===== src/rtl/sadg_pkg.sv =====
package sadg_pkg;
  typedef enum logic {
    SEQ_LINES = 1'b0,
    SEQ_RING  = 1'b1
  } seq_mode_e;
endpackage


===== src/rtl/sadg_walk2d.sv =====
module sadg_walk2d #(
  parameter int AW = 32,
  parameter int LW = 16
) (
  input  logic          clk,
  input  logic          rst,
  input  logic          active,
  input  logic          load,
  input  logic          adv,
  input  logic [AW-1:0] base_i,
  input  logic [LW-1:0] xlen_i,
  input  logic [LW-1:0] stride_i,
  input  logic [LW-1:0] ylen_i,
  input  logic [AW-1:0] cur_addr,
  output logic [AW-1:0] next_addr,
  output logic          last
);
  logic [LW-1:0] xl_q, st_q, yl_q, col_q, row_q;
  logic [AW-1:0] lbase_q;
  logic          line_end;

  assign line_end  = (col_q == xl_q - LW'(1));
  assign last      = line_end && (row_q == yl_q);
  assign next_addr = line_end ? (lbase_q + AW'(st_q)) : (cur_addr + AW'(1));

  always_ff @(posedge clk) begin
    if (rst) begin
      xl_q <= '0; st_q <= '0; yl_q <= '0;
      col_q <= '0; row_q <= '0; lbase_q <= '0;
    end else if (load) begin
      xl_q <= xlen_i; st_q <= stride_i; yl_q <= ylen_i;
      col_q <= '0; row_q <= '0; lbase_q <= base_i;
    end else if (adv) begin
      if (line_end) begin
        col_q   <= '0;
        row_q   <= row_q + LW'(1);
        lbase_q <= lbase_q + AW'(st_q);
      end else begin
        col_q <= col_q + LW'(1);
      end
    end
  end

  // column stays inside the line while a line walk is running
  a_r4_col_in_line: assert property (@(posedge clk) disable iff (rst)
    (active && adv) |-> (col_q < xl_q));
  // row never passes the programmed count
  a_r5_row_bound: assert property (@(posedge clk) disable iff (rst)
    (active && adv) |-> (row_q <= yl_q));
endmodule


===== src/rtl/sadg_ring.sv =====
module sadg_ring #(
  parameter int LW = 16
) (
  input  logic          clk,
  input  logic          rst,
  input  logic          active,
  input  logic          load,
  input  logic          adv,
  input  logic [LW-1:0] stride_i,
  input  logic [LW-1:0] ylen_i,
  output logic          hit_half,
  output logic          hit_end
);
  localparam int CW = 2 * LW;

  logic [CW-1:0] total_q, half_q, off_q;

  assign hit_half = (half_q != '0) && (off_q == half_q - CW'(1));
  assign hit_end  = (off_q == total_q - CW'(1));

  always_ff @(posedge clk) begin
    if (rst) begin
      total_q <= '0; half_q <= '0; off_q <= '0;
    end else if (load) begin
      total_q <= CW'(stride_i) * (CW'(ylen_i) + CW'(1));
      half_q  <= (CW'(stride_i) * (CW'(ylen_i) + CW'(1))) >> 1;
      off_q   <= '0;
    end else if (adv) begin
      off_q <= hit_end ? '0 : off_q + CW'(1);
    end
  end

  // ring offset stays inside the region
  a_r7_off_in_region: assert property (@(posedge clk) disable iff (rst)
    (active && total_q != '0) |-> (off_q < total_q));
  // half point precedes the end of the ring
  a_r8_half_before_end: assert property (@(posedge clk) disable iff (rst)
    hit_half |-> !hit_end);
endmodule


===== src/rtl/strided_addr_seq.sv =====
module strided_addr_seq
  import sadg_pkg::*;
#(
  parameter int AW = 32,
  parameter int LW = 16
) (
  input  logic          clk,
  input  logic          rst,
  input  logic          start_i,
  input  logic          stop_i,
  input  logic          loop_en_i,
  input  logic          ready_i,
  input  logic [AW-1:0] base_i,
  input  logic [LW-1:0] xlen_i,
  input  logic [LW-1:0] stride_i,
  input  logic [LW-1:0] ylen_i,
  output logic          valid_o,
  output logic [AW-1:0] addr_o,
  output logic          done_o,
  output logic          ring_evt_o,
  output logic          ring_seg_o
);
  logic          run_q;
  seq_mode_e     mode_q;
  logic [AW-1:0] base_q;
  logic          load, acc;
  logic [AW-1:0] w_next;
  logic          w_last, r_half, r_end;

  assign valid_o = run_q;
  assign load    = start_i && !run_q && !stop_i;
  assign acc     = run_q && ready_i && !stop_i;

  sadg_walk2d #(.AW(AW), .LW(LW)) u_walk (
    .clk(clk), .rst(rst),
    .active(run_q && mode_q == SEQ_LINES),
    .load(load), .adv(acc && mode_q == SEQ_LINES),
    .base_i(base_i), .xlen_i(xlen_i), .stride_i(stride_i), .ylen_i(ylen_i),
    .cur_addr(addr_o), .next_addr(w_next), .last(w_last)
  );

  sadg_ring #(.LW(LW)) u_ring (
    .clk(clk), .rst(rst),
    .active(run_q && mode_q == SEQ_RING),
    .load(load), .adv(acc && mode_q == SEQ_RING),
    .stride_i(stride_i), .ylen_i(ylen_i),
    .hit_half(r_half), .hit_end(r_end)
  );

  always_ff @(posedge clk) begin
    if (rst) begin
      run_q      <= 1'b0;
      mode_q     <= SEQ_LINES;
      base_q     <= '0;
      addr_o     <= '0;
      done_o     <= 1'b0;
      ring_evt_o <= 1'b0;
      ring_seg_o <= 1'b0;
    end else begin
      done_o     <= 1'b0;
      ring_evt_o <= 1'b0;
      if (stop_i) begin
        run_q <= 1'b0;
      end else if (load) begin
        run_q  <= 1'b1;
        mode_q <= (xlen_i == '0) ? SEQ_RING : SEQ_LINES;
        base_q <= base_i;
        addr_o <= base_i;
      end else if (acc) begin
        if (mode_q == SEQ_LINES) begin
          if (w_last) begin
            run_q  <= 1'b0;
            done_o <= 1'b1;
          end else begin
            addr_o <= w_next;
          end
        end else begin
          if (r_half) begin
            ring_evt_o <= 1'b1;
            ring_seg_o <= 1'b0;
          end
          if (r_end) begin
            ring_evt_o <= 1'b1;
            ring_seg_o <= 1'b1;
            addr_o     <= base_q;
            if (!loop_en_i) begin
              run_q  <= 1'b0;
              done_o <= 1'b1;
            end
          end else begin
            addr_o <= addr_o + AW'(1);
          end
        end
      end
    end
  end

  // a stalled beat keeps its address
  a_r3_hold_on_stall: assert property (@(posedge clk) disable iff (rst)
    (valid_o && !ready_i && !stop_i) |=> (valid_o && $stable(addr_o)));
  // done is a lone pulse seen only when idle
  a_r6_done_idle: assert property (@(posedge clk) disable iff (rst)
    done_o |-> !valid_o);
  a_r6_done_single: assert property (@(posedge clk) disable iff (rst)
    done_o |=> !done_o);
  // ring events only come from circular mode
  a_r8_evt_ring_only: assert property (@(posedge clk) disable iff (rst)
    ring_evt_o |-> (mode_q == SEQ_RING));
  // stop leaves the channel idle and silent
  a_r10_stop_quiet: assert property (@(posedge clk) disable iff (rst)
    stop_i |=> (!valid_o && !done_o && !ring_evt_o));
endmodule


===== config.mk =====
export PLATFORM = sky130hd
export DESIGN_NAME = strided_addr_seq
export DESIGN_NICKNAME = d
export VERILOG_FILES = /design/src/rtl/sadg_pkg.sv /design/src/rtl/sadg_walk2d.sv /design/src/rtl/sadg_ring.sv /design/src/rtl/strided_addr_seq.sv
export SDC_FILE = /design/constraint.sdc
export NUM_CORES = 1
export LEC_CHECK = 0
export ABC_AREA = 1
export BUFFER_PORTS_ARGS = -buffer_cell sky130_fd_sc_hd__buf_4
export CAP_MARGIN = 10
export CORE_MARGIN = 2
export CORE_UTILIZATION = 55
export DETAILED_ROUTE_END_ITERATION = 10
export PLACE_DENSITY = 0.79
export SLEW_MARGIN = 20
export SYNTH_ARGS = -nofsm -noshare
export SYNTH_HDL_FRONTEND = slang
export SYNTH_HIERARCHICAL = 1
export SYNTH_SLANG_ARGS = --single-unit

===== constraint.sdc =====
create_clock -name clk -period 19.6 [get_ports clk]
set_input_delay 5.88 -clock clk [delete_from_list [all_inputs] [get_ports clk]]
set_output_delay 5.88 -clock clk [all_outputs]
set_load 0.05 [all_outputs]

# Word-level counts from Yosys, hierarchy flattened
# Cells that the tools add are included.
dict set report classes {
  add_sub_neg 9
  mux 26
  mul 1
  reduce_logical 27
  n_bitwise 4
  eq_ne 7
}
# operator count
set op_table {}
lappend op_table {{two-way mux 32 bit} 10}
lappend op_table {{adder 32 x 1 -> 32 bit (second input constant)} 2}
lappend op_table {{equality test 32 bit} 2}
lappend op_table {{adder 16 x 1 -> 16 bit (second input constant)} 2}
lappend op_table {{adder 32 x 16 -> 32 bit} 1}
lappend op_table {{equality test 16 bit} 2}
lappend op_table {{multiplier 16 x 32 -> 32 bit} 1}
lappend op_table {{nonzero test 32 bit} 1}
lappend op_table {{subtractor 31 x 1 -> 32 bit (second input constant)} 1}
lappend op_table {{subtractor 32 x 1 -> 32 bit (second input constant)} 1}
lappend op_table {{adder 16 x 1 -> 17 bit (second input constant)} 1}
lappend op_table {{zero test 16 bit} 1}
lappend op_table {{two-way mux 16 bit} 1}
lappend op_table {{subtractor 16 x 1 -> 16 bit (second input constant)} 1}
lappend op_table {{two-way mux 1 bit} 15}
lappend op_table {{logical AND 1 bit} 8}
lappend op_table {{nonzero test 2 bit} 4}
lappend op_table {{AND reduction 2 bit} 3}
lappend op_table {{AND reduction 5 bit} 1}
lappend op_table {{OR reduction 5 bit} 1}
lappend op_table {{inverter 1 bit} 4}
lappend op_table {{AND reduction 4 bit} 1}
lappend op_table {{OR reduction 2 bit} 2}
lappend op_table {{OR reduction 4 bit} 1}
lappend op_table {{6 further kinds} 7}
dict set report totals {
  in_bits 86
  output_inout_bits 36
  regBits 276
}

# Longest topological paths before layout
dict set report logic_depth {
  depth_word 7
  ltp_mapped 35
  ltp_nobuf 35
}

# Hierarchy
# Netlist, hierarchy kept.
# mod seq_area_each_um2 area_each_um2 instances cells_per_inst
set modules_own_cells {}
lappend modules_own_cells {sadg_ring 1281.2 14695.3 1 2120}
lappend modules_own_cells {sadg_walk2d 2242.2 8597.0 1 1422}
lappend modules_own_cells {strided_addr_seq 1381.3 4279.1 1 698}

# Worst setup path before layout
# Ideal clock, no wire load.
dict set report synth_path {
  path_kind {input to register}
  startpoint {input ylen_i[3]}
  endpoint {register u_ring.total_q[27]}
  path_slack_ns 7.775
  t_arrival_ns 11.716
  cell_stages 30
  setup_time_ns 0.109
  required_time_ns 19.491
  cell_sequence {inv_1 -> nor4_1 -> or2_2 -> nand2_1 -> inv_1 -> clkbuf_1 -> nand2_1 -> fa_1 -> inv_1 -> fa_1 -> inv_1 -> fa_1 -> inv_1 -> fa_1 -> fa_1 -> inv_1 -> fa_1 -> inv_1 -> ha_1 -> a21oi_1 -> inv_1 -> a21oi_1 -> nand2_1 -> nand2_1 -> nand3_1 -> a21o_1 -> a21oi_1 -> o21ai_0 -> nand2_1 -> inv_1}
}
dict set report synth_between {
  elab_chain_cells 2
}
# item line
set synth_rtl {}
lappend synth_rtl {{start: declaration} strided_addr_seq.sv:16} ;# input logic [LW-1:0] ylen_i,
lappend synth_rtl {{adder 16 x 1 -> 17 bit} sadg_ring.sv:25} ;# total_q <= CW'(stride_i) * (CW'(ylen_i) + CW'(1));
lappend synth_rtl {{multiplier 16 x 32 -> 32 bit} sadg_ring.sv:25}
lappend synth_rtl {{end signal: assignment} sadg_ring.sv:25}
lappend synth_rtl {{end: declaration} sadg_ring.sv:16} ;# logic [CW-1:0] total_q, half_q, off_q;
# No other way between the ends.
# A chain may end at the register's enable or synchronous reset.

# Worst setup path after layout
dict set report layout_path {
  startpoint {input ylen_i[0]}
  endpoint {register u_ring.total_q[31]}
}
# The elaborated chain is that of the path after synthesis.

==> reports/qor.txt <==
area of the multi-input gates: 19460 um^2
syn nets: 4658
Crit. End Element: register
final hold violations: 0
Final Power: 3.927 mW
DPL Wire Length: 68460 um
Fill cells: 4824
WP data arrival: 13.02 ns
Slowest cell on crit path: xor2_1
reg2reg start: u_ring/total_q[2]$_SDFFE_PP0P_
# hold bufs at CTS: 0
# diodes: 0
root buf cell: clkbuf_16
die height: 227.9 um
Crit path top cell by count: inv_1
Starting Density: 55.39%
CTS tree: yes
Final Slew Violations: 0
Finished Cell Area: 29920 um^2
I/O pin count: 122
Cell Area, Placed: 28800 um^2
P_leak: 14.79 nW
largest net degree at the start of global routing: 75
H-tree depth: 1
Worst-Skew Late Latency: 0.61 ns
beginning of the worst hold path: base_q[0]$_SDFFE_PP0P_
max_cap viols: 0
Yosys warnings: 6
register area: 4905 um^2
post-CTS sizing: 0
DRC viols: 0
All-Layer GR Usage: 33.39%
Gate Count Post-Synth: 4237
vias in the first global route: 25922
mapped cell area: 27560 um^2
outcome: complete, no violations
Crit Path Category: in2reg
Clock transition at path regs: 0.06 ns
CP max stage delay: 0.72 ns
count of nets after finishing: 4692
f_max: 0.07980 GHz
clock buffer depth: 3
Slew headroom: 23.34%
vias per inst: 5.518
worst-margin pin slew: 1.149 ns
setup TNS: 0 ns
Max IR drop VDD: 0.1618 mV
RSZ-0062 raised after global routing: no
GPL Wtd Cong: 0.9838
Synth-to-Final Area Change: 8.549%
crit start category: input pin
worst setup path end: u_ring/total_q[31]$_SDFFE_PP0P_
setup repair bufs after CTS: 0
Worst Skew: 0.02470 ns
Min Hold Slack: 0.4646 ns
cell row count: 82
Reg2Reg Capture Point: valid_o$_SDFFE_PP0P_
Worst Path Max Fanout: 16
wire length per cell: 17.65 um
Req. time, crit path: 20.09 ns
Synth Area per Inst: 6.505 um^2
Min-Delay Path Class: reg2reg
worst setup margin: 7.069 ns
Tcrit/Tclk final: 63.93%
minimum clock period after layout: 12.53 ns
Pre-Repair DR Iteration Count: 6
final setup violation count: 0
global-route wire length before repair: 140200 um
Die X: 227.9 um
clock buffer count from CTS: 30
grt total ovfl: 0
pwr dens: 131.3 nW/um^2
via count: 27406
initial antenna violation count: 1
Worst Setup Slack post-DPL: 6.615 ns
layout cells sized above 1: 7.893%
core area: 49760 um^2
WL final: 87660 um
die footprint: 51920 um^2
IO Port Bufs: 121
Reg2Reg Depth: 18
CP startpoint: ylen_i[0]
post-route ant nets: 0
r2r setup slk: 15.54 ns
clk sinks: 245
DR iter-0 viols: 2712
-- cells in the final DEF (no fill, tap or decap), drive strengths merged, types with 39 or more instances in the layout --
cell    count
clkbuf     39
fa        208
o21ai     194
dfxtp     245
a21oi     194
xnor2      72
xor2      148
nor3       50
inv       670
nand4      60
ha        127
buf       138
nor2      614
nand3     285
nand2    1093
-- metal layers --
metal	vias to the layer above	track usage [%]	routed length, um
met4	2	11.93	3637
met5	-	0	9
met3	219	5.863	8475
li1	13258	-	-
met1	12699	45.38	36670
met2	1228	53.46	38870
-- worst min-delay path by stage --
stage                     slack (ns)                 endpoint  depth (start not counted)
after detailed placement        0.46   base_q[0]$_SDFFE_PP0P_                          2
final                           0.46   base_q[0]$_SDFFE_PP0P_                          2
after global routing            0.48   base_q[9]$_SDFFE_PP0P_                          2
after global placement          0.45  base_q[29]$_SDFFE_PP0P_                          2
after floorplan                 0.44   base_q[1]$_SDFFE_PP0P_                          2
after CTS                       0.46   base_q[0]$_SDFFE_PP0P_                          2
-- critical path, delay by kind of cell --
kind          cells  cell delay [ns]
xor+xnor          1             0.72
fa+ha+maj         7             3.21
simple gates     15             2.29
buf+inv           8             0.91
-- stage by stage --
| stage | cells | utilization, % |
|---|---|---|
| after CTS | 4967 | 60.12 |
| final | 4967 | 60.12 |
| after detailed placement | 4911 | 57.89 |
| after global routing | 4967 | 60.12 |
| after floorplan | 4237 | - |
| after global placement | 4911 | 57.89 |
-- report_power, final --
part | total, mW | internal (mW) | leakage [nW] | switching [mW]
registers | 0.583 | 0.530 | 2.00 | 0.0527
logic | 2.71 | 0.983 | 12.2 | 1.73
clock network | 0.633 | 0.388 | 0.544 | 0.245
total | 3.93 | 1.90 | 14.8 | 2.03
-- registers in the layout, indices dropped and copies added, names as in the netlist --
register and count:
ring_seg_o 1, u_walk/lbase_q 32, u_walk/st_q 16, u_ring/total_q 32, base_q 32, valid_o 1, u_ring/off_q 32, addr_o 32
ring_evt_o 1, mode_q 1, u_walk/yl_q 16, u_walk/row_q 16, u_walk/col_q 16, u_walk/xl_q 16, done_o 1
-- cell type report --
cell class                 count  share of cell area [%]
clock buffer                  39                   2.894
clock inverter                17                  0.8239
inverter                     682                   8.578
multi-input combinational   3174                   65.04
sequential                   245                   16.39
tap                          672                   2.811
timing repair buffer         138                   3.463
Note: power is estimated with default switching activity, not from simulation.
